<file path="src/rtl/strobe_pkg.sv">
`timescale 1ns/1ps
package strobe_pkg;
  localparam int unsigned DEF_CHANNELS    = 10;
  localparam int unsigned DEF_SYNC_STAGES = 2;
  localparam int unsigned DEF_RST_STAGES  = 2;
endpackage

</file>
<file path="src/rtl/strobe_rst_sync.sv">
`timescale 1ns/1ps
module strobe_rst_sync #(
  parameter int unsigned STAGES = 2
) (
  input  logic clk_i,
  input  logic arst_ni,
  output logic rst_no
);
  logic [STAGES-1:0] chain_q;
  logic [STAGES-1:0] chain_d;

  always_comb begin
    chain_d = {chain_q[STAGES-2:0], 1'b1};
  end

  always_ff @(posedge clk_i or negedge arst_ni) begin
    if (!arst_ni) chain_q <= '0;
    else          chain_q <= chain_d;
  end

  assign rst_no = chain_q[STAGES-1];
endmodule

</file>
<file path="src/rtl/strobe_edge_detect.sv">
`timescale 1ns/1ps
module strobe_edge_detect #(
  parameter int unsigned SYNC_STAGES = 2
) (
  input  logic clk_i,
  input  logic rst_ni,
  input  logic pwm_i,
  output logic rise_o,
  output logic level_o
);
  logic [SYNC_STAGES-1:0] sync_q;
  logic [SYNC_STAGES-1:0] sync_d;
  logic                   synced;
  logic                   hist_q;
  logic                   hist_d;

  assign synced = sync_q[SYNC_STAGES-1];

  always_comb begin
    sync_d = {sync_q[SYNC_STAGES-2:0], pwm_i};
    hist_d = synced;
  end

  always_ff @(posedge clk_i or negedge rst_ni) begin
    if (!rst_ni) begin
      sync_q <= '0;
      hist_q <= 1'b0;
    end else begin
      sync_q <= sync_d;
      hist_q <= hist_d;
    end
  end

  assign rise_o  = synced & ~hist_q;
  assign level_o = hist_q;
endmodule

</file>
<file path="src/rtl/strobe_ring.sv">
`timescale 1ns/1ps
module strobe_ring #(
  parameter int unsigned CHANNELS = 10
) (
  input  logic                clk_i,
  input  logic                rst_ni,
  input  logic                run_i,
  input  logic                step_i,
  output logic [CHANNELS-1:0] ptr_o
);
  localparam logic [CHANNELS-1:0] FIRST = {{(CHANNELS-1){1'b0}}, 1'b1};

  logic [CHANNELS-1:0] ptr_q;
  logic [CHANNELS-1:0] ptr_d;
  logic                ptr_en;

  always_comb begin
    ptr_en = !run_i || step_i;
    ptr_d  = ptr_q;
    if (!run_i) begin
      ptr_d = '0;
    end else if (step_i) begin
      if (ptr_q == '0) ptr_d = FIRST;
      else             ptr_d = {ptr_q[CHANNELS-2:0], ptr_q[CHANNELS-1]};
    end
  end

  always_ff @(posedge clk_i or negedge rst_ni) begin
    if (!rst_ni)     ptr_q <= '0;
    else if (ptr_en) ptr_q <= ptr_d;
  end

  assign ptr_o = ptr_q;
endmodule

</file>
<file path="src/rtl/strobe_out_select.sv">
`timescale 1ns/1ps
module strobe_out_select #(
  parameter int unsigned CHANNELS = 10
) (
  input  logic                strobe_i,
  input  logic                level_i,
  input  logic [CHANNELS-1:0] ptr_i,
  input  logic [CHANNELS-1:0] normal_i,
  output logic [CHANNELS-1:0] en_o
);
  for (genvar ch = 0; ch < CHANNELS; ch++) begin : g_ch
    assign en_o[ch] = strobe_i ? (ptr_i[ch] & level_i) : normal_i[ch];
  end
endmodule

</file>
<file path="src/rtl/led_strobe_sequencer.sv">
`timescale 1ns/1ps
module led_strobe_sequencer #(
  parameter int unsigned NUM_CH      = strobe_pkg::DEF_CHANNELS,
  parameter int unsigned SYNC_STAGES = strobe_pkg::DEF_SYNC_STAGES,
  parameter int unsigned RST_STAGES  = strobe_pkg::DEF_RST_STAGES
) (
  input  logic              clk_i,
  input  logic              rst_ni,
  input  logic              strobe_en_i,
  input  logic              pwm_i,
  input  logic [NUM_CH-1:0] normal_en_i,
  output logic [NUM_CH-1:0] chan_en_o
);
  logic              rst_int_n;
  logic              rise;
  logic              pwm_level;
  logic [NUM_CH-1:0] ptr_q;

  strobe_rst_sync #(.STAGES(RST_STAGES)) u_rst (
    .clk_i   (clk_i),
    .arst_ni (rst_ni),
    .rst_no  (rst_int_n)
  );

  strobe_edge_detect #(.SYNC_STAGES(SYNC_STAGES)) u_edge (
    .clk_i   (clk_i),
    .rst_ni  (rst_int_n),
    .pwm_i   (pwm_i),
    .rise_o  (rise),
    .level_o (pwm_level)
  );

  strobe_ring #(.CHANNELS(NUM_CH)) u_ring (
    .clk_i  (clk_i),
    .rst_ni (rst_int_n),
    .run_i  (strobe_en_i),
    .step_i (rise),
    .ptr_o  (ptr_q)
  );

  strobe_out_select #(.CHANNELS(NUM_CH)) u_sel (
    .strobe_i (strobe_en_i),
    .level_i  (pwm_level),
    .ptr_i    (ptr_q),
    .normal_i (normal_en_i),
    .en_o     (chan_en_o)
  );
endmodule

</file>
<file path="config.mk">
export PLATFORM = sky130hd
export DESIGN_NAME = led_strobe_sequencer
export DESIGN_NICKNAME = d
export VERILOG_FILES = /design/src/rtl/strobe_pkg.sv /design/src/rtl/strobe_rst_sync.sv /design/src/rtl/strobe_edge_detect.sv /design/src/rtl/strobe_ring.sv /design/src/rtl/strobe_out_select.sv /design/src/rtl/led_strobe_sequencer.sv
export SDC_FILE = /design/constraint.sdc
export NUM_CORES = 1
export LEC_CHECK = 0
export BUFFER_PORTS_ARGS = -buffer_cell sky130_fd_sc_hd__buf_2
export CAP_MARGIN = 15
export CELL_PAD_IN_SITES_DETAIL_PLACEMENT = 0
export CELL_PAD_IN_SITES_GLOBAL_PLACEMENT = 1
export CORE_MARGIN = 1
export CORE_UTILIZATION = 31
export CTS_CLUSTER_DIAMETER = 80
export DETAILED_ROUTE_END_ITERATION = 6
export PLACE_DENSITY = 0.8
export SYNTH_ARGS = -nofsm -noshare
export SYNTH_HDL_FRONTEND = slang
export SYNTH_SLANG_ARGS = --single-unit
</file>
<file path="constraint.sdc">
create_clock -name clk_i -period 0.8 [get_ports clk_i]
set_clock_uncertainty 0.05 [all_clocks]
set_input_delay 0.08 -clock clk_i [delete_from_list [all_inputs] [get_ports clk_i]]
set_output_delay 0.08 -clock clk_i [all_outputs]
set_load 0.005 [all_outputs]
</file>
Yosys cells after proc, flatten, opt, wreduce, memory -nomap -nowiden

Index checks and enable logic that the tools add are counted.

Register bits after elaboration: 15
Input port bits: 14

Equal/unequal tests: 1
Mux-type cells: 13
Bitwise gates (word level): 12
Reductions and logical operators: 4

Operators with widths:

| cell                                                  | count |
|---|---|
| 2-to-1 mux 10 bit                                     | 3 |
| bitwise AND 1 bit                                     | 11 |
| logical NOT 10 bit                                    | 1 |
| 2-to-1 mux 1 bit                                      | 10 |
| inequality test 2 x 1 -> 1 bit, second input constant | 1 |
| AND reduction 2 bit                                   | 1 |
| logical NOT 1 bit                                     | 1 |
| logical OR 1 bit                                      | 1 |
| NOT 1 bit                                             | 1 |

Logic depth before layout (Yosys ltp)

Gate-level depths: netlist of the first run.

Depth in word-level cells: 4
Mapped depth: 4
Depth with buffers taken out: 3

Modules after synthesis

From an unflattened synthesis of the first run, not the netlist that was laid out.

Cells, all modules: 59
Area total of the unflattened synthesis: 735.7 um2

Modules (own cells, without submodules):

| module             | instances | cells an instance | area an instance (um2) |
|---|---|---|---|
| strobe_ring        | 1         | 35                | 471.7 |
| strobe_out_select  | 1         | 17                | 121.4 |
| strobe_edge_detect | 1         | 4                 | 88.8 |
| strobe_rst_sync    | 1         | 3                 | 53.8 |

Worst setup path before layout of the first run

Ideal clock, no wire load.

Path kind: reg-to-reg
Start: register u_edge.hist_q, in the netlist u_edge.level_o
End: register u_ring.ptr_q[0], in the netlist u_ring.ptr_o[0]
Library setup time: 0.122 ns
Arrival: 0.977 ns
Required time: 0.628 ns
Slack: -0.349 ns
Stages on the path, launching flop included: 4
Buffers on the path: 0
Path through: dfrtp_1 > nand2b_4 > mux2_4 > a32o_1

Longest elaborated chain between the ends: 4

RTL lines:

| what                                                                                | RTL line                 | source |
|---|---|---|
| from (decl)                                                                         | strobe_edge_detect.sv:14 | `logic hist_q;` |
| from (signal assigned)                                                              | strobe_edge_detect.sv:30 | `hist_q <= hist_d;` |
| NOT 1 bit (*)                                                                       | strobe_edge_detect.sv:34 | `assign rise_o = synced & ~hist_q;` |
| bitwise AND 1 bit (*)                                                               | strobe_edge_detect.sv:34 |  |
| inequality test 2 x 1 -> 1 bit (no source line) or logical OR 1 bit (tied branches) | n/a                      |  |
| AND reduction 2 bit (no source line) (*)                                            | n/a                      |  |
| to (signal assigned)                                                                | strobe_ring.sv:30        | `else if (ptr_en) ptr_q <= ptr_d;` |
| to (decl)                                                                           | strobe_ring.sv:13        | `logic [CHANNELS-1:0] ptr_q;` |

Mark *: on every way between the ends. The rest lies on a longest branch, timed or not.
A chain may end at the register's enable or synchronous reset.

Worst setup path in the final report of the first run

Start: register u_edge.hist_q, in the netlist u_edge.level_o
End: output chan_en_o[5]

Longest elaborated chain between the ends: 2

RTL lines:

| what              | RTL line                   | source |
|---|---|---|
| bitwise AND 1 bit | strobe_out_select.sv:12    | `assign en_o[ch] = strobe_i ? (ptr_i[ch] & level_i) : normal_i[ch];` |
| 2-to-1 mux 1 bit  | strobe_out_select.sv:12    |  |
| to (decl)         | led_strobe_sequencer.sv:12 | `output logic [NUM_CH-1:0] chan_en_o` |

No other way between the ends.

==> metrics.md, run 1 <==
| Metric | Value |
|---|---|
| Die height | 51.0 µm |
| Yosys cell types | 17 |
| Count leader, synth | nand2_1 |
| Lkg Pwr | 0.546 nW |
| Clock power frac | 29.2% |
| Switching Fraction | 24.0% |
| Top-area cell type share of the netlist area | 50.4% |
| Synth area leaders | dfrtp_1, a21boi_0, nand2_1 |
| Crit path max fanout | 5 |
| Total wire length | 1.74 mm |
| Via count | 745 |
| Final setup viols | 20 |
| GP Congestion | 0.737 |
| Clock Path Buffers | 2 |
| Leading area contributor after synthesis | dfrtp_1 |
| Footprint of the multi-input gates | 313 µm² |
| Root buffer cell | clkbuf_4 |
| Initial antenna violation count | 0 |
| Status | finished, violations left |
| Worst EP required | 0.67 ns |
| P per Cell Area | 1350 nW/µm² |
| Clock sink count | 15 |
| Largest net degree at the start of global routing | 14 |
| First-pass GRT wire length | 2.86 mm |
| Syn avg cell area | 8.66 µm² |
| Max Fclk | 792 MHz |
| Number of nets in the layout | 142 |
| Synth Warn # | 0 |
| Core Area | 2230 µm² |
| Die Span X | 51.0 µm |
| CP max stage delay | 0.42 ns |
| CTS buffer count | 3 |
| Final WS setup | -0.463 ns |
| Worst setup EP type | output port |
| Remaining global-route overflow | 0 |
| CP cell instances | buf_4 -> nand3_1 -> o21ai_0 -> buf_2 |
| IO Pins | 24 |
| Dpl hpwl | 1.30 mm |
| Fin crit share | 158% |
| Max-slew violations | 0 |
| CP max stage cell | dfrtp_1 |
| Fillers | 229 |
| Synth-to-layout area growth | 42.5% |
| Share of layout cells above drive strength 1 | 37.8% |
| Worst-path clk slew | 0.08 ns |
| Hold Fails Final Rpt | 0 |
| Crit path kind | reg2out |
| Met3 routed WL | 55 µm |
| DRT iter0 DRCs | 7 |
| HP Class | in2async |
| Post-route ant nets | 0 |
| CP startpoint kind | register |
| Data arrival, critical path | 1.13 ns |
| Highest routed layer | met4 |
| Worst skew pair latency | 0.28 ns |
| Combinational power share | 15.8% |
| Max cap viols | 0 |
| Cell Area, Synth | 744 µm² |
| Wire per inst | 11.2 µm |
| Ys async rst share | 100% |
| Vias in the first global route | 718 |
| Pint | 1.09 mW |
| EDFF count, synth | 0 |
| Failing checks | setup timing |
| Synthesized instance count | 86 |
| DRC Markers | 0 |
| Number of synthesized register bits | 15 |
| # diodes | 0 |
| H-Tree Depth | 1 |
| Post-synth top flop | dfrtp_1 |
| Cell Rows | 17 |
| Routed vias/inst | 4.81 |
| DRT Pass-1 Iters | 4 |
| IR drop worst, VDD | 0.00109 V |
| Sw power | 344 µW |
| Commonest cells post-synth | nand2_1, dfrtp_1, inv_1, nand3_1, o21ai_0 |
| TritonCTS clock tree | done |
| IO buf count | 23 |
| Total track usage | 14.9% |
| Clock period minus worst slack | 1.26 ns |
| Worst Hold Margin | 0.0456 ns |
| Wl on met1 | 762 µm |
| Setup_tns | -7.99 ns |
| Met2 wire len | 893 µm |
| Flop pwr share | 55.0% |
| Die Footprint | 2600 µm² |
| Syn_nets | 100 |
| Seq. cell area | 375 µm² |
| Post-synthesis sequential area ratio | 50.4% |
| Starting Density | 33.3% |
| RSZ-0062 raised after global routing | yes |
-- power by group through the flow --
stage	combinational (mW)	clock, mW	sequential (mW)
floorplan	0.0939	0	0.810
global placement	0.203	0	0.800
detailed placement	0.210	0	0.802
CTS	0.222	0.445	0.787
global route	0.251	0.482	0.790
finish	0.226	0.418	0.788
-- per-stage QoR --
stage / instance area, µm² / instances / power [mW] / setup slack, ns / utilization [%]
3_3_place_gp: 995 / 148 / 1.00 / -0.341 / 44.5
5_1_grt: 1060 / 155 / 1.52 / -0.543 / 47.5
3_5_place_dp: 995 / 148 / 1.01 / -0.377 / 44.5
4_1_cts: 1040 / 154 / 1.45 / -0.441 / 46.8
2_1_floorplan: 751 / 86 / 0.904 / -0.349 / -
6_report: 1060 / 155 / 1.43 / -0.463 / 47.5
-- worst max-delay path: cells and delay by family (launching register included) --
kind / cells / cell delay, ns
flops: 1 / 0.42
buf+inv: 2 / 0.29
simple gates: 1 / 0.07
compound gates: 1 / 0.07
-- layer usage --
metal	GRT usage [%]	vias to the layer above
li1	-	366
met1	16.4	361
met2	26.5	14
met3	3.57	4
met4	6.94	0
met5	0	-
-- placed cells by master, fill, tap and decap left out, types with 2 or more instances in the layout --
| master | n |
|---|---|
| nand3_1 | 9 |
| o21ai_0 | 3 |
| dfrtp_1 | 15 |
| buf_4 | 17 |
| o21ai_1 | 6 |
| buf_2 | 23 |
| dlygate4sd3_1 | 2 |
| a21boi_1 | 9 |
| nand2_1 | 18 |
| clkbuf_4 | 3 |
| inv_1 | 10 |
-- final cells by class --
cell class / instances / area share (%)
clock buffers: 4 / 2.48
inverters: 10 / 3.54
multi-input cells: 55 / 29.5
flip-flops and latches: 15 / 35.4
well taps: 28 / 3.30
repair buffers: 43 / 25.8
-- path summary, 6_finish.rpt --
kind                       cells after the start                          end  slack (ns)                       start
min in group clk_i                             2  u_ring.ptr_o[4]$_DFFE_PN0P_        0.05                 strobe_en_i
min                                            2   u_rst.chain_q[1]$_DFF_PN0_        0.05                      rst_ni
min reg2reg                                    1  u_ring.ptr_o[9]$_DFFE_PN0P_        0.12  u_rst.chain_q[1]$_DFF_PN0_
max in group asynchronous                      1  u_ring.ptr_o[1]$_DFFE_PN0P_        0.42  u_rst.chain_q[1]$_DFF_PN0_
max reg2reg                                    3  u_ring.ptr_o[0]$_DFFE_PN0P_       -0.44    u_edge.level_o$_DFF_PN0_
max                                            4                 chan_en_o[5]       -0.46    u_edge.level_o$_DFF_PN0_
-- sequential cells by signal (all words and copies together), names as in the netlist --
signal,count
u_ring.ptr_o,10
u_edge.sync_q,2
u_rst.chain_q,2
u_edge.level_o,1
-- cells by family (layout without fill, tap and decap cells) --
kind of cell / Yosys count / after routing / synth area share (%)
flip-flops: 15 / 15 / 50.4
other: 1 / 1 / 0.504
AO/OA/AOI/OAI: 20 / 20 / 17.1
buffers and inverters: 16 / 57 / 8.74
multiplexers: 1 / 1 / 2.02
AND/OR/NAND/NOR: 33 / 33 / 21.2
-- repair_timing --
item,4_1_cts,5_1_grt
gates resized for setup,6,5
endpoints found under the hold margin,3,0
endpoints found under the setup margin,20,20
cloned,0,1
hold buffers,2,0
setup buffers,0,0
pin swaps,1,0
Note: power is estimated with default switching activity, not from simulation.
==> run 2, diff against run 1 <==
CELL_PAD_IN_SITES_DETAIL_PLACEMENT = unset   (was 0)
CELL_PAD_IN_SITES_GLOBAL_PLACEMENT = unset   (was 1)
CORE_UTILIZATION = 43   (was 31)
PLACE_DENSITY = 0.81   (was 0.8)
==> run 2 against run 1 <==
Net effect: the flow finishes with violations (DRC, setup timing); die area down 27%; utilization up 19 points; non-clock buffer count shrank 1; highest routed layer unchanged; sequential cell count unchanged; critical path type is now reg2reg; critical endpoint is now u_ring.ptr_o[0]$_DFFE_PN0P_; count of clock-buffer cells in the layout is 1 lower; combinational power down 6%; clock power shrank 2%; setup slack gained 0.026 ns; register-to-register slack about the same; final cell count fell by 8.4%.
==> metrics.md, run 2 (synthesized netlist as in run 1, its figures left out) <==
| Metric | Value |
|---|---|
| Failing checks | DRC, setup timing |
| Worst Hold Margin | 0.0502 ns |
| TritonCTS clock tree | done |
| Root buffer cell | clkbuf_4 |
| DRT Pass-1 Iters | 6 |
| CP max stage cell | dfrtp_1 |
| Worst slack at placement | -0.404 ns |
| Setup repair bufs after CTS | 0 |
| Max reg flops | 10 |
| Worst Path Buf+Inv | 0 |
| Cell Rows | 14 |
| Commonest non-fill, non-tap cell in the layout | buf_2 |
| DRC Markers | 4 |
| Data arrival, critical path | 1.36 ns |
| Worst path depth | 3 |
| HP Class | in2async |
| Crit path kind | reg2reg |
| Worst-path clk slew | 0.09 ns |
| Hold Fails Final Rpt | 0 |
| IR drop worst, VDD | 0.00105 V |
| Flop pwr share | 55.8% |
| P per Cell Area | 1370 nW/µm² |
| Largest net degree at the start of global routing | 22 |
| CTS buffer count | 3 |
| Clock power frac | 29.1% |
| Most frequent cells in the layout | buf_2, nand2_1, buf_4, dfrtp_1 |
| CP top delay family | flip-flops |
| Total power | 1.41 mW |
| Worst EP required | 0.92 ns |
| Die Footprint | 1900 µm² |
| Vias in the first global route | 618 |
| Die Span X | 43.6 µm |
| Synth-to-layout area growth | 39.0% |
| First-pass GRT wire length | 2.64 mm |
| Final setup viols | 20 |
| Remaining global-route overflow | 0 |
| Share of layout cells above drive strength 1 | 36.5% |
| IO buf count | 23 |
| Total wire length | 1.59 mm |
| Total track usage | 18.9% |
| H-Tree Depth | 1 |
| Dpl hpwl | 1.31 mm |
| Die height | 43.6 µm |
| Clock period minus worst slack | 1.24 ns |
| Reg2reg path depth | 3 |
| Worst setup EP type | register |
| Switching Fraction | 24.0% |
| Starting Density | 47.8% |
| Max Fclk | 809 MHz |
| Crit path max fanout | 2 |
| CP endpoint | u_ring.ptr_o[0]$_DFFE_PN0P_ |
| # diodes | 0 |
| GP Congestion | 0.759 |
| Final WS setup | -0.436 ns |
| Worst skew pair latency | 0.27 ns |
| Wire per inst | 11.2 µm |
| CP startpoint kind | register |
| Max cap viols | 0 |
| Sw power | 339 µW |
| Fin crit share | 155% |
| Core Area | 1560 µm² |
| Lkg Pwr | 0.544 nW |
| IO Pins | 24 |
| Critical R2R Launch | u_edge.level_o$_DFF_PN0_ |
| RSZ-0062 raised after global routing | yes |
| Inst Count DP | 136 |
| Pint | 1.07 mW |
| Via count | 706 |
| Combinational power share | 15.1% |
| Routed vias/inst | 4.97 |
| Reg2Reg Setup Slack | -0.44 ns |
| Clock Path Buffers | 2 |
| Post-Layout Cell Count | 142 |
| CP cell instances | nand2b_4 -> mux2_4 -> a32o_1 |
| Worst Setup SP | u_edge.level_o$_DFF_PN0_ |
| Post-route ant nets | 0 |
| Status | finished, violations left |
| Max-slew violations | 0 |
| Reg2reg end | u_ring.ptr_o[0]$_DFFE_PN0P_ |
| CP max stage delay | 0.41 ns |
| Number of nets in the layout | 141 |
| Clock sink count | 15 |
| DRT iter0 DRCs | 12 |
| Initial antenna violation count | 0 |
## run 2: changes by cell type in the layout (fill, tap and decap cells not counted), sizes merged
cell and change:
clkinv +1, clkbuf -1, buf -1
## run 2: worst min path at each step
stage / slack [ns] / to / cells past startpoint / startpoint
after floorplan: -0.27 / u_rst.chain_q[0]$_DFF_PN0_ / 0 / rst_ni
after global placement: -0.18 / u_rst.chain_q[0]$_DFF_PN0_ / 1 / rst_ni
after detailed placement: -0.18 / u_rst.chain_q[0]$_DFF_PN0_ / 1 / rst_ni
after CTS: 0.03 / u_rst.chain_q[0]$_DFF_PN0_ / 2 / rst_ni
after global routing: 0.04 / u_rst.chain_q[0]$_DFF_PN0_ / 2 / rst_ni
final: 0.05 / u_rst.chain_q[1]$_DFF_PN0_ / 2 / rst_ni
## run 2: stage by stage
step	utilization, %	instance area (µm²)	setup TNS (ns)
after global routing	66.4	1030	-9.25
after global placement	62.8	980	-4.04
after floorplan	-	751	-1.86
after detailed placement	62.8	980	-4.86
after CTS	66.4	1030	-7.83
final	66.4	1030	-7.58
## run 2: layout make-up
cell class / instances / area [µm²]
clock buffer: 3 / 22.5
inverter: 10 / 37.5
timing repair buffer: 42 / 270
tap: 16 / 20.0
multi-input combinational: 55 / 304
sequential: 15 / 375
fill: 131 / 524
clock inverter: 1 / 5.00
## run 2: power by group through the flow
stage / logic (mW) / registers [mW] / clock network (mW)
finish: 0.213 / 0.789 / 0.411
global placement: 0.195 / 0.800 / 0
detailed placement: 0.202 / 0.803 / 0
global route: 0.236 / 0.790 / 0.465
CTS: 0.214 / 0.788 / 0.441
floorplan: 0.0939 / 0.810 / 0
## run 2: layer usage
layer  global-route usage, %  wire length (µm)
met4                    11.9                15
met3                    3.33                73
met5                       0                 0
met2                    30.4               780
met1                    23.5               723
## run 2: timing repair
item | in CTS | in global routing
setup endpoints to repair | 20 | 20
pin swaps | 1 | 1
resized for setup | 4 | 2
hold buffers | 2 | 0
endpoints found under the hold margin | 3 | 0
## run 2: worst register-to-register path, delay by kind of cell, from the launching register on
kind,cells,cell delay [ns]
flops,1,0.41
compound gates,1,0.21
simple gates,1,0.16
mux,1,0.30
